<file path="src/rtl/bbs_pkg.sv">
package bbs_pkg;

   typedef enum logic [1:0] {
      ST_IDLE = 2'd0,
      ST_REQ  = 2'd1,
      ST_GAP  = 2'd2,
      ST_FIN  = 2'd3
   } scan_state_e;

   function automatic bit is_pow2(input int unsigned v);
      return (v != 0) && ((v & (v - 1)) == 0);
   endfunction

endpackage

</file>
<file path="src/rtl/bbs_addr_gen.sv">
module bbs_addr_gen #(
   parameter int unsigned BLKS_PER_DIE  = 1024,
   parameter int unsigned PAGES_PER_BLK = 64,
   parameter int unsigned BLK_W         = 10,
   parameter int unsigned DIE_W         = 1,
   parameter int unsigned PAGE_ADDR_W   = 24
) (
   input  logic [BLK_W-1:0]       blk,
   input  logic [DIE_W-1:0]       die,
   output logic [PAGE_ADDR_W-1:0] page
);
   localparam int unsigned AW = PAGE_ADDR_W;

   logic [AW-1:0] blk_ext;
   logic [AW-1:0] die_ext;
   logic [AW-1:0] lin_blk;

   assign blk_ext = AW'(blk);
   assign die_ext = AW'(die);
   assign lin_blk = blk_ext + die_ext * AW'(BLKS_PER_DIE);

   generate
      if (bbs_pkg::is_pow2(PAGES_PER_BLK)) begin : g_shift
         localparam int unsigned SH = $clog2(PAGES_PER_BLK);
         assign page = lin_blk << SH;
      end else begin : g_mult
         assign page = lin_blk * AW'(PAGES_PER_BLK);
      end
   endgenerate
endmodule

</file>
<file path="src/rtl/bbs_marker_check.sv">
module bbs_marker_check #(
   parameter int unsigned MARK_W = 32
) (
   input  logic [MARK_W-1:0] data_w0,
   input  logic [MARK_W-1:0] spare_w0,
   output logic              is_bad
);
   logic data_erased;
   logic spare_erased;

   assign data_erased  = &data_w0;
   assign spare_erased = &spare_w0;
   assign is_bad       = !(data_erased && spare_erased);
endmodule

</file>
<file path="src/rtl/bbs_table_writer.sv">
module bbs_table_writer #(
   parameter int unsigned TBL_DEPTH = 1024,
   parameter int unsigned TBL_AW    = 10,
   parameter int unsigned BLK_W     = 10,
   parameter int unsigned CNT_W     = 11
) (
   input  logic              clk,
   input  logic              rst_n,
   input  logic              clr,
   input  logic              rec,
   input  logic              is_bad,
   input  logic [BLK_W-1:0]  blk,
   output logic              tbl_we,
   output logic [TBL_AW-1:0] tbl_addr,
   output logic [BLK_W-1:0]  tbl_wdata,
   output logic [CNT_W-1:0]  count,
   output logic              ovf
);
   localparam logic [CNT_W:0] DEPTH_C = (CNT_W+1)'(TBL_DEPTH);

   logic room;
   logic hit;

   assign room      = {1'b0, count} < DEPTH_C;
   assign hit       = rec && is_bad;
   assign tbl_we    = hit && room;
   assign tbl_addr  = TBL_AW'(count);
   assign tbl_wdata = blk;

   always_ff @(posedge clk or negedge rst_n) begin
      if (!rst_n) begin
         count <= '0;
         ovf   <= 1'b0;
      end else if (clr) begin
         count <= '0;
         ovf   <= 1'b0;
      end else if (hit) begin
         count <= count + CNT_W'(1);
         if (!room) ovf <= 1'b1;
      end
   end
endmodule

</file>
<file path="src/rtl/nand_badblk_scan.sv">
module nand_badblk_scan #(
   parameter int unsigned PLANES_PER_DIE = 1,
   parameter int unsigned BLKS_PER_PLANE = 1024,
   parameter int unsigned PAGES_PER_BLK  = 64,
   parameter int unsigned NUM_DIES       = 2,
   parameter int unsigned PAGE_ADDR_W    = 24,
   parameter int unsigned TBL_DEPTH      = 1024,
   parameter int unsigned MARK_W         = 32,
   localparam int unsigned BLKS_PER_DIE  = PLANES_PER_DIE * BLKS_PER_PLANE,
   localparam int unsigned BLK_W  = (BLKS_PER_DIE > 1) ? $clog2(BLKS_PER_DIE) : 1,
   localparam int unsigned CNT_W  = $clog2(BLKS_PER_DIE + 1),
   localparam int unsigned DIE_W  = (NUM_DIES > 1) ? $clog2(NUM_DIES) : 1,
   localparam int unsigned TBL_AW = (TBL_DEPTH > 1) ? $clog2(TBL_DEPTH) : 1
) (
   input  logic                   clk,
   input  logic                   rst_n,
   input  logic                   start,
   input  logic [DIE_W-1:0]       die_idx,
   output logic                   busy,
   output logic                   done,
   output logic                   rd_req,
   output logic [PAGE_ADDR_W-1:0] rd_page_addr,
   input  logic                   rd_ack,
   input  logic [MARK_W-1:0]      rd_data_w0,
   input  logic [MARK_W-1:0]      rd_spare_w0,
   output logic                   tbl_we,
   output logic [TBL_AW-1:0]      tbl_addr,
   output logic [BLK_W-1:0]       tbl_wdata,
   output logic [CNT_W-1:0]       bad_count,
   output logic                   overflow
);
   import bbs_pkg::*;

   localparam longint unsigned TOTAL_PAGES =
      longint'(NUM_DIES) * longint'(BLKS_PER_DIE) * longint'(PAGES_PER_BLK);
   localparam logic [BLK_W-1:0] LAST_BLK = BLK_W'(BLKS_PER_DIE - 1);

   // elaboration-time parameter checks
   generate
      if (PLANES_PER_DIE < 1 || BLKS_PER_PLANE < 1) begin : g_err_geom
         $error("nand_badblk_scan: die must hold at least one block");
      end
      if (PAGES_PER_BLK < 1) begin : g_err_ppb
         $error("nand_badblk_scan: PAGES_PER_BLK must be positive");
      end
      if (NUM_DIES < 1) begin : g_err_dies
         $error("nand_badblk_scan: NUM_DIES must be positive");
      end
      if (TBL_DEPTH < 1) begin : g_err_depth
         $error("nand_badblk_scan: TBL_DEPTH must be positive");
      end
      if (MARK_W < 1) begin : g_err_mark
         $error("nand_badblk_scan: MARK_W must be positive");
      end
      if (PAGE_ADDR_W < BLK_W || PAGE_ADDR_W < DIE_W || PAGE_ADDR_W > 48) begin : g_err_aw
         $error("nand_badblk_scan: PAGE_ADDR_W out of range");
      end else if (TOTAL_PAGES > (64'd1 << PAGE_ADDR_W)) begin : g_err_fit
         $error("nand_badblk_scan: page space exceeds PAGE_ADDR_W");
      end
   endgenerate

   scan_state_e      state_q;
   logic [BLK_W-1:0] blk_q;
   logic [DIE_W-1:0] die_q;
   logic             accept;
   logic             rec;
   logic             blk_bad;

   assign accept = (state_q == ST_IDLE) && start;
   assign rec    = (state_q == ST_REQ) && rd_ack;
   assign busy   = (state_q != ST_IDLE);
   assign done   = (state_q == ST_FIN);
   assign rd_req = (state_q == ST_REQ);

   always_ff @(posedge clk or negedge rst_n) begin
      if (!rst_n) begin
         state_q <= ST_IDLE;
         blk_q   <= '0;
         die_q   <= '0;
      end else begin
         unique case (state_q)
            ST_IDLE: if (start) begin
               die_q   <= die_idx;
               blk_q   <= '0;
               state_q <= ST_REQ;
            end
            ST_REQ: if (rd_ack) state_q <= ST_GAP;
            ST_GAP: begin
               if (blk_q == LAST_BLK) begin
                  state_q <= ST_FIN;
               end else begin
                  blk_q   <= blk_q + BLK_W'(1);
                  state_q <= ST_REQ;
               end
            end
            ST_FIN: state_q <= ST_IDLE;
            default: state_q <= ST_IDLE;
         endcase
      end
   end

   bbs_addr_gen #(
      .BLKS_PER_DIE (BLKS_PER_DIE),
      .PAGES_PER_BLK(PAGES_PER_BLK),
      .BLK_W        (BLK_W),
      .DIE_W        (DIE_W),
      .PAGE_ADDR_W  (PAGE_ADDR_W)
   ) u_addr (
      .blk (blk_q),
      .die (die_q),
      .page(rd_page_addr)
   );

   bbs_marker_check #(
      .MARK_W(MARK_W)
   ) u_mark (
      .data_w0 (rd_data_w0),
      .spare_w0(rd_spare_w0),
      .is_bad  (blk_bad)
   );

   bbs_table_writer #(
      .TBL_DEPTH(TBL_DEPTH),
      .TBL_AW   (TBL_AW),
      .BLK_W    (BLK_W),
      .CNT_W    (CNT_W)
   ) u_tbl (
      .clk      (clk),
      .rst_n    (rst_n),
      .clr      (accept),
      .rec      (rec),
      .is_bad   (blk_bad),
      .blk      (blk_q),
      .tbl_we   (tbl_we),
      .tbl_addr (tbl_addr),
      .tbl_wdata(tbl_wdata),
      .count    (bad_count),
      .ovf      (overflow)
   );
endmodule

</file>
<file path="config.mk">
export PLATFORM = sky130hd
export DESIGN_NAME = nand_badblk_scan
export DESIGN_NICKNAME = d
export VERILOG_FILES = /design/src/rtl/bbs_pkg.sv /design/src/rtl/bbs_addr_gen.sv /design/src/rtl/bbs_marker_check.sv /design/src/rtl/bbs_table_writer.sv /design/src/rtl/nand_badblk_scan.sv
export SDC_FILE = /design/constraint.sdc
export NUM_CORES = 1
export LEC_CHECK = 0
export BUFFER_PORTS_ARGS = -buffer_cell sky130_fd_sc_hd__buf_2
export CAP_MARGIN = 20
export CORE_UTILIZATION = 40
export DETAILED_ROUTE_END_ITERATION = 16
export PLACE_DENSITY = 0.8
export SKIP_CTS_REPAIR_TIMING = 1
export SLEW_MARGIN = 0
export SYNTH_ARGS = -nofsm -noshare
export SYNTH_HDL_FRONTEND = slang
export SYNTH_SLANG_ARGS = --single-unit
</file>
<file path="constraint.sdc">
create_clock -name clk -period 2 [get_ports clk]
set_input_delay 0.2 -clock clk [delete_from_list [all_inputs] [get_ports clk]]
set_output_delay 0.2 -clock clk [all_outputs]
set_load 0.1 [all_outputs]
</file>
==> metrics.md, run 1 <==
| Metric | Value |
|---|---|
| Drt wl/cell | `13.2 µm` |
| Area grow syn2layout | `30.5%` |
| Die Wd | `67.2 µm` |
| Initial antenna violation count | `0` |
| Total CTS buffers | `3` |
| Gr usage total | `0.210` |
| Fin crit share | `0.950` |
| Post-layout power | `2650 µW` |
| Placed Area | `2160 µm²` |
| Crit start category | `flop` |
| Boundary Pins | `129` |
| Critical path arrival | `1700 ps` |
| Crit path max-delay cell type | `dfrtp_1` |
| Fillers | `383` |
| Fmax | `526 MHz` |
| Reg2Reg Capture Point | `blk_q[3]` |
| ANT cells | `0` |
| Crit-path max FO | `7` |
| Post-Syn Area | `1700 µm²` |
| Fin crit period | `1900 ps` |
| Worst-Skew Late Latency | `270 ps` |
| Pwr dens | `1190 nW/µm²` |
| Cell Chain, Critical Path | `nor2b_4 -> and2_4 -> nand2_4 -> nor2_4 -> buf_2` |
| Most frequent cell after synthesis | `buf_4` |
| Number of cells on the worst hold path | `3` |
| Cell variety after synth | `35` |
| P_leak | `0.00117 µW` |
| Crit Reg-Reg Startpoint | `blk_q[0]` |
| Critical Path Source | `state_q[0]` |
| Antenna-violating nets left | `0` |
| Worst path max stage delay | `420 ps` |
| Largest net degree at the start of global routing | `26` |
| Leading area contributor after synthesis | `dfrtp_1` |
| Placement row count | `23` |
| Top cells by area, synth | `dfrtp_1 (37%), buf_4 (15%), nand4_1 (7.4%)` |
| Async SR Flop Fraction | `1.00` |
| Clk slew on worst S/H paths | `90 ps` |
| Vias in the first global route | `1627` |
| Final Max Slew Viols | `0` |
| Final count of negative-setup-slack endpoints | `0` |
| Overflow after GRT | `0` |
| Design area | `2220 µm²` |
| Register area share after synthesis | `0.368` |
| Root buf cell | `clkbuf_8` |
| Classification of the worst setup path | `flop to output pin` |
| Dpl ws | `252 ps` |
| Worst EP required | `1800 ps` |
| CTS Buffer Depth | `2` |
| Avg Inst Size Synth | `8.66 µm²` |
| Worst-margin pin slew | `574 ps` |
| Die area | `4510 µm²` |
| Setup TNS | `0 ps` |
| Area of the core | `4030 µm²` |
| Peak supply drop | `0.746 mV` |
| IO buf count | `115` |
| Hold crit path type | `input pin to flop` |
| Post-synth EDFFs | `0` |
| Final hold vios | `0` |
| Total wire length | `4520 µm` |
| Total number of yosys warnings | `0` |
| Run status | `completed` |
| CTS Sinks | `25` |
| Initial drt markers | `141` |
| Unrepaired setup endpoints after global routing | `no` |
| Layout Nets | `364` |
| Min-delay src | `die_idx` |
| # DRC | `0` |
| Top cells by count, synth | `buf_4 (34), dfrtp_1 (25), nand2_1 (21)` |
| R2R depth | `6` |
| Final WS setup | `100 ps` |
| Critical path endpoint category | `output pin` |
| Seq cells post-synth | `25` |
| Final Skew | `2.46 ps` |
| Gate count after technology mapping | `196` |
| Synth Flop Type | `dfrtp_1` |
| Area taken by multi-input logic gates | `843 µm²` |
| FF/Latch Area | `649 µm²` |
| Via count | `1830` |
| Initial Util | `0.421` |
| Pre-antenna DRT Iters | `4` |
| Max-cap check violation count | `0` |
| HPWL Detailed | `3630 µm` |
| FF-to-FF setup slack | `220 ps` |
| WHS Endpoint | `die_q` |
| DR vias/cell | `5.35` |
| Synth top area share | `0.368` |
| Headroom to the max-slew limit | `0.618` |
| Die height | `67.2 µm` |
| CTS tree | `built` |
| Final GP Congestion | `0.863` |
| Share of cells above drive strength 1 | `0.500` |
| WHS | `119 ps` |
| CTS H-tree depth | `1` |
| First-pass GRT wire length | `7260 µm` |
## final cells by class
cell class                      instances  share of cell area
Multi-Input combinational cell        142               0.381
Clock buffer                            3              0.0186
Clock inverter                          1             0.00339
Timing Repair Buffer                  118               0.271
Inverter                                3             0.00508
Sequential cell                        25               0.293
Tap cell                               50              0.0282
## worst max path at each step
stage	end	depth (start not counted)
detailed placement	blk_q[3]	6
global placement	tbl_we	7
global route	tbl_we	5
floorplan	tbl_we	5
finish	tbl_we	5
CTS	tbl_we	5
## stage by stage
stage | std cells | util
floorplan | 208 | -
CTS | 341 | 0.548
global placement | 337 | 0.535
finish | 342 | 0.550
global route | 342 | 0.550
detailed placement | 337 | 0.535
## metal layers
layer / vias up / track usage / wire, µm
li1: 870 / - / -
met5: - / 0 / 0
met3: 10 / 0.0389 / 359
met2: 93 / 0.334 / 2200
met4: 0 / 0.0931 / 83
met1: 857 / 0.277 / 1880
## power breakdown
part	internal [µW]	leakage [µW]	switching, µW
sequential	593	0.000316	90.7
clock	141	0.0000217	171
combinational	268	0.000831	1380
total	1000	0.00117	1640
## state kept, by name, summed over array words and instances (netlist names)
name,count
blk_q,10
die_q,1
u_tbl.count,11
state_q,2
u_tbl.ovf,1
## cell usage in the layout, fill, tap and decap left out, types with 5 or more instances in the layout
cell | synthesis | layout
nand2_1 | 21 | 20
nor2_1 | 6 | 5
nand3_1 | 11 | 11
o21ai_0 | 14 | 14
buf_2 | 1 | 115
conb_1 | 1 | 13
o31ai_1 | 6 | 6
dfrtp_1 | 25 | 10
nand4_1 | 20 | 20
a21oi_1 | 8 | 8
dfrtp_2 | 0 | 13
mux2i_1 | 5 | 5
## kinds of logic after synthesis
logic type | Yosys count | share of synthesized area
compound gates | 36 | 0.127
buf+inv | 41 | 0.171
xor+xnor | 1 | 0.00516
simple gates | 85 | 0.282
fa+ha+maj | 2 | 0.0147
mux | 5 | 0.0295
other cells | 1 | 0.00221
flops | 25 | 0.368
## critical path: cells and delay by family, from the launching register on
family | cells | cell delay (ps)
flip-flops | 1 | 420
AND/OR/NAND/NOR | 4 | 580
buffers and inverters | 1 | 420
No activity file was read; power rests on OpenSTA's default activity.
==> run 2, diff against run 1 <==
--- a/config.mk
+++ b/config.mk
@@ -7,9 +7,11 @@
 export LEC_CHECK = 0
 export BUFFER_PORTS_ARGS = -buffer_cell sky130_fd_sc_hd__buf_2
 export CAP_MARGIN = 20
+export CORE_MARGIN = 3
 export CORE_UTILIZATION = 40
 export DETAILED_ROUTE_END_ITERATION = 16
 export PLACE_DENSITY = 0.8
+export RECOVER_POWER = 100
 export SKIP_CTS_REPAIR_TIMING = 1
 export SLEW_MARGIN = 0
 export SYNTH_ARGS = -nofsm -noshare
==> run 2 against run 1 <==
Effect of this change: critical path depth is the same; clock power shrank 5%; count of clock-buffer cells in the layout increased by 1; setup slack about the same; sequential power is essentially flat; first-iteration DRC count is 26% lower; sequential share of layout area rose by 0.28 points; cell area fell by 0.96%; utilization fell by 0.91 points; final cell count stayed put; power decreased by 0.44%; wire length grew 10%.
==> metrics.md, run 2 (synthesized netlist as in run 1, its figures left out) <==
| Metric | Value |
|---|---|
| Placement row count | `23 (unchanged)` |
| IO buf count | `115 (unchanged)` |
| Dpl cells | `337 (unchanged)` |
| Final Max Slew Viols | `0 (unchanged)` |
| Drt wl/cell | `14.6 µm (+10%)` |
| Fillers | `390 (+1.8%)` |
| Crit path max-delay cell type | `clkbuf_2` |
| Die height | `71.2 µm (+6.0%)` |
| Max-cap check violation count | `0 (unchanged)` |
| P_leak | `0.00109 µW (-6.6%)` |
| Crit-path max FO | `7 (unchanged)` |
| Fin cells | `342 (unchanged)` |
| Biggest regs | `u_tbl.count: 11 flops, blk_q: 10 flops, state_q: 2 flops` |
| Area of the core | `4060 µm² (+0.71%)` |
| Initial Util | `0.418 (-0.00299)` |
| Cell Chain, Critical Path | `nor2b_4 -> and2_4 -> nand2_4 -> nor2_4 -> clkbuf_2` |
| Area taken by multi-input logic gates | `843 µm² (unchanged)` |
| Final Skew | `2.24 ps (-0.218 ps)` |
| Final hold vios | `0 (unchanged)` |
| HPWL Detailed | `3950 µm (+8.9%)` |
| Worst-margin pin slew | `1180 ps (+603 ps)` |
| Share of cells above drive strength 1 | `0.455 (-0.0445)` |
| Total CTS buffers | `3 (unchanged)` |
| Initial drt markers | `105 (-26%)` |
| Final GP Congestion | `1.10 (+28%)` |
| Die Wd | `71.2 µm (+6.0%)` |
| Final count of negative-setup-slack endpoints | `0 (unchanged)` |
| Commonest non-fill, non-tap cell in the layout | `buf_2` |
| Met2 usage | `0.289 (-0.0450)` |
| Headroom to the max-slew limit | `0.219 (-0.399)` |
| DR vias/cell | `5.26 (-1.7%)` |
| Boundary Pins | `129 (unchanged)` |
| CTS tree | `built` |
| Largest Register | `u_tbl.count` |
| Commonest cells after routing, fill and taps aside | `buf_2 (68), clkbuf_2 (36), nand4_1 (20), nand2_1 (20), o21ai_0 (16)` |
| FF-to-FF setup slack | `150 ps (-70 ps)` |
| Worst-Skew Late Latency | `260 ps (about the same)` |
| CTS Sinks | `25 (unchanged)` |
| CTS Buffer Depth | `2 (unchanged)` |
| CTS H-tree depth | `1 (unchanged)` |
| Run status | `completed` |
| Crit start category | `flop` |
| Design area | `2190 µm² (-0.96%)` |
| Post-layout power | `2630 µW (-0.44%)` |
| Die area | `5060 µm² (+12%)` |
| Fin crit period | `1900 ps (-0.272 ps)` |
| Critical path endpoint category | `output pin` |
| Classification of the worst setup path | `flop to output pin` |
| Placed Area | `2160 µm² (unchanged)` |
| Max FFs per register | `11 (unchanged)` |
| Grt met3 use | `0.0227 (-0.0161)` |
| Via count | `1798 (-1.7%)` |
| Unrepaired setup endpoints after global routing | `no` |
| FF/Latch Area | `649 µm² (unchanged)` |
| Total wire length | `4980 µm (+10%)` |
| Layout Nets | `364 (unchanged)` |
| Critical path arrival | `1700 ps (about the same)` |
| Fin crit share | `0.950 (about the same)` |
| Pwr dens | `1200 nW/µm² (+0.52%)` |
| Worst EP required | `1800 ps (about the same)` |
| Vias in the first global route | `1587 (-2.5%)` |
| Area grow syn2layout | `29.3%` |
| Antenna-violating nets left | `0 (unchanged)` |
| First-pass GRT wire length | `7650 µm (+5.3%)` |
| Pre-antenna DRT Iters | `4 (unchanged)` |
| Final core occ | `0.541 (-0.00914)` |
| Clk slew on worst S/H paths | `80 ps (about the same)` |
| WHS | `120 ps (+1.06 ps)` |
| ANT cells | `0 (unchanged)` |
| Overflow after GRT | `0 (unchanged)` |
| Hold crit path type | `input pin to flop` |
| Worst path max stage delay | `460 ps (+40 ps)` |
| # DRC | `0 (unchanged)` |
| Root buf cell | `clkbuf_8` |
| Peak supply drop | `0.800 mV (+7.4%)` |
| Initial antenna violation count | `0 (unchanged)` |
| Gr usage total | `0.186 (-0.0239)` |
| Fmax | `526 MHz (about the same)` |
| Largest net degree at the start of global routing | `26 (unchanged)` |
| Gr busiest metal | `met2` |
| Met1 usage | `0.279 (+0.00173)` |
## run 2: metrics by stage
stage | setup TNS [ps] | setup slack, ps
floorplan | -113 | -113
global placement | 0 | 289
detailed placement | 0 | 175
CTS | 0 | 134
global route | 0 | 28.2
finish | 0 | 101
## run 2: where the power goes
group / total (µW) / internal (µW) / switching, µW
registers: 686 / 593 / 93.4
clock network: 296 / 142 / 154
logic: 1650 / 259 / 1390
## run 2: cell type report
cell class | instances | share of cell area
clock buffer | 4 | 0.0205
inverter | 3 | 0.00513
multi-input combinational | 142 | 0.384
sequential | 25 | 0.296
tap | 50 | 0.0285
timing repair buffer | 118 | 0.266
## run 2: final timing paths
kind	from	end	depth (start not counted)
max in group asynchronous	rst_n	u_tbl.count[0]	2
min in group asynchronous	rst_n	blk_q[4]	2
hold reg to reg	die_q	die_q	2
setup / recovery	state_q[1]	tbl_we	5
hold / removal	die_idx	die_q	3
setup reg to reg	blk_q[0]	blk_q[3]	6
## run 2: routing by layer
layer / wire length [µm] / vias to the layer above
li1: - / 864
met1: 2270 / 860
met2: 2370 / 70
met3: 304 / 4
met4: 31 / 0
met5: 0 / -
## run 2: worst max-delay path: cells and delay by family, from the launching register on
family / cells / cell delay [ps]
AND/OR/NAND/NOR: 4 / 520
flip-flops: 1 / 450
buffers and inverters: 1 / 460
==> run 3, diff against run 2 <==
--- a/config.mk
+++ b/config.mk
@@ -8,9 +8,8 @@
 export BUFFER_PORTS_ARGS = -buffer_cell sky130_fd_sc_hd__buf_2
 export CAP_MARGIN = 20
 export CORE_MARGIN = 3
-export CORE_UTILIZATION = 40
+export CORE_UTILIZATION = 25
 export DETAILED_ROUTE_END_ITERATION = 16
-export PLACE_DENSITY = 0.8
 export RECOVER_POWER = 100
 export SKIP_CTS_REPAIR_TIMING = 1
 export SLEW_MARGIN = 0
==> run 3 against run 2 <==
Effect of this change: final cell count up 8.2%; critical path depth unchanged; die area up 54%; register-to-register slack worse by 20 ps; power up 0.87%; largest power group unchanged; cell area up 2.6%; wire length up 4.2%; setup slack better by 0.84 ps.
==> metrics.md, run 3 (synthesized netlist as in run 1, its figures left out) <==
| Metric | Value |
|---|---|
| Pwr dens | `1180 nW/µm² (-1.7%)` |
| Classification of the worst setup path | `flop to output pin` |
| Final WS setup | `101 ps (+0.844 ps)` |
| Die height | `88.4 µm (+24%)` |
| Fin crit share | `0.949 (about the same)` |
| Boundary Pins | `129 (unchanged)` |
| Worst-Skew Late Latency | `270 ps (about the same)` |
| Drt wl/cell | `14.0 µm (-3.7%)` |
| Total CTS buffers | `3 (unchanged)` |
| Area grow syn2layout | `32.6%` |
| Unrepaired setup endpoints after global routing | `no` |
| Crit-path max FO | `7 (unchanged)` |
| Crit Reg-Reg Startpoint | `blk_q[0]` |
| Fmax | `527 MHz (about the same)` |
| Final Skew | `3.87 ps (+1.63 ps)` |
| CTS tree | `built` |
| Peak supply drop | `0.404 mV (-50%)` |
| Total wire length | `5190 µm (+4.2%)` |
| CTS Sinks | `25 (unchanged)` |
| CTS H-tree depth | `1 (unchanged)` |
| DR vias/cell | `4.71 (-10%)` |
| Commonest non-fill, non-tap cell in the layout | `buf_2` |
| Initial Util | `0.263 (-0.156)` |
| Largest Register | `u_tbl.count` |
| Max FFs per register | `11 (unchanged)` |
| Area of the core | `6460 µm² (+59%)` |
| Overflow after GRT | `0 (unchanged)` |
| FF-to-FF setup slack | `130 ps (-20 ps)` |
| First-pass GRT wire length | `7750 µm (+1.3%)` |
| Final count of negative-setup-slack endpoints | `0 (unchanged)` |
| Critical path arrival | `1700 ps (about the same)` |
| Max-cap check violation count | `0 (unchanged)` |
| CP top delay family | `simple AND/OR/NAND/NOR gates` |
| Min-delay src | `die_idx` |
| Cell Chain, Critical Path | `nor2b_4 -> and2_4 -> nand2_4 -> nor2_4 -> buf_2` |
| Crit start category | `flop` |
| Crit path max-delay cell type | `dfrtp_1` |
| Clk slew on worst S/H paths | `90 ps (about the same)` |
| Commonest cells after routing, fill and taps aside | `buf_2 (69), clkbuf_2 (41), nand4_1 (20), nand2_1 (20), o21ai_0 (16)` |
| Critical Path Source | `state_q[0]` |
| Worst-margin pin slew | `1180 ps (-1.14 ps)` |
| Biggest regs | `u_tbl.count: 11 flops, blk_q: 10 flops, state_q: 2 flops` |
| Final Max Slew Viols | `0 (unchanged)` |
| Worst path max stage delay | `420 ps (-40 ps)` |
| Hold crit path type | `input pin to flop` |
| Die Wd | `88.4 µm (+24%)` |
| Worst path buffer plus inverter count | `1 (unchanged)` |
| ANT cells | `0 (unchanged)` |
| Fin crit period | `1900 ps (-0.844 ps)` |
| Fillers | `680 (+74%)` |
| Final GP Congestion | `0.797 (-28%)` |
| Critical path endpoint category | `output pin` |
| Initial drt markers | `77 (-27%)` |
| Layout Nets | `365 (+0.27%)` |
| Initial antenna violation count | `0 (unchanged)` |
| HPWL Detailed | `4110 µm (+4.3%)` |
| # DRC | `0 (unchanged)` |
| Worst EP required | `1800 ps (about the same)` |
| Share of cells above drive strength 1 | `0.485 (+0.0292)` |
| Root buf cell | `clkbuf_8` |
| Via count | `1741 (-3.2%)` |
| Headroom to the max-slew limit | `0.220 (+0.000758)` |
| IO buf count | `115 (unchanged)` |
| Gr usage total | `0.126 (-0.0606)` |
| Antenna-violating nets left | `0 (unchanged)` |
| Dpl ws | `147 ps (-28.7 ps)` |
| Placement row count | `29 (+26%)` |
| Pre-antenna DRT Iters | `4 (unchanged)` |
| WHS | `140 ps (+19.8 ps)` |
| Run status | `completed` |
| Final hold vios | `0 (unchanged)` |
| Largest net degree at the start of global routing | `26 (unchanged)` |
| CTS Buffer Depth | `2 (unchanged)` |
| P_leak | `0.00112 µW (+2.6%)` |
| Vias in the first global route | `1583 (-0.25%)` |
| Die area | `7820 µm² (+54%)` |
==> run 3: final cells by class <==
type	instances	area [µm²]	area share
Tap cell	77	96.3	0.0428
Sequential cell	25	649	0.288
Clock buffer	3	41.3	0.0183
Multi-Input combinational cell	142	850	0.377
Clock inverter	1	5.00	0.00222
Timing Repair Buffer	119	598	0.266
Inverter	3	11.3	0.00500
==> run 3: through the flow <==
| step | area, µm² | util | total power [µW] | cells | setup TNS, ps |
|---|---|---|---|---|---|
| finish | 2250 | 0.349 | 2660 | 370 | 0 |
| global route | 2250 | 0.349 | 2780 | 370 | 0 |
| CTS | 2240 | 0.348 | 2670 | 369 | 0 |
| detailed placement | 2200 | 0.340 | 2370 | 365 | 0 |
| floorplan | 1790 | - | 2180 | 208 | -113 |
| global placement | 2200 | 0.340 | 2360 | 365 | 0 |
==> run 3: worst reg2reg max path: stages, from the launching register on <==
cell and delay, ps:
dfrtp_2 450, ha_1 250, and4_1 270, a31oi_2 350, nor2_2 150, o21ai_0 170, o21ai_0 110
==> run 3: power breakdown <==
| group | internal [µW] | switching, µW | total [µW] |
|---|---|---|---|
| clock network | 140 | 171 | 310 |
| logic | 267 | 1390 | 1660 |
| registers | 593 | 93.3 | 686 |
| total | 1000 | 1660 | 2660 |
==> run 3: final timing paths <==
kind	depth (start not counted)	end
max	5	tbl_we
min	3	die_q
max reg2reg	6	blk_q[6]
min reg2reg	2	die_q
max in group asynchronous	2	u_tbl.count[0]
min in group asynchronous	2	blk_q[0]
==> run 3: routing by layer <==
| metal | vias to the layer above | part of all wire | global-route usage |
|---|---|---|---|
| met5 | - | 0 | 0 |
| met1 | 823 | 0.46 | 0.176 |
| met4 | 0 | 0.0094 | 0.0330 |
| met3 | 4 | 0.050 | 0.0186 |
| met2 | 49 | 0.48 | 0.203 |
| li1 | 865 | - | - |
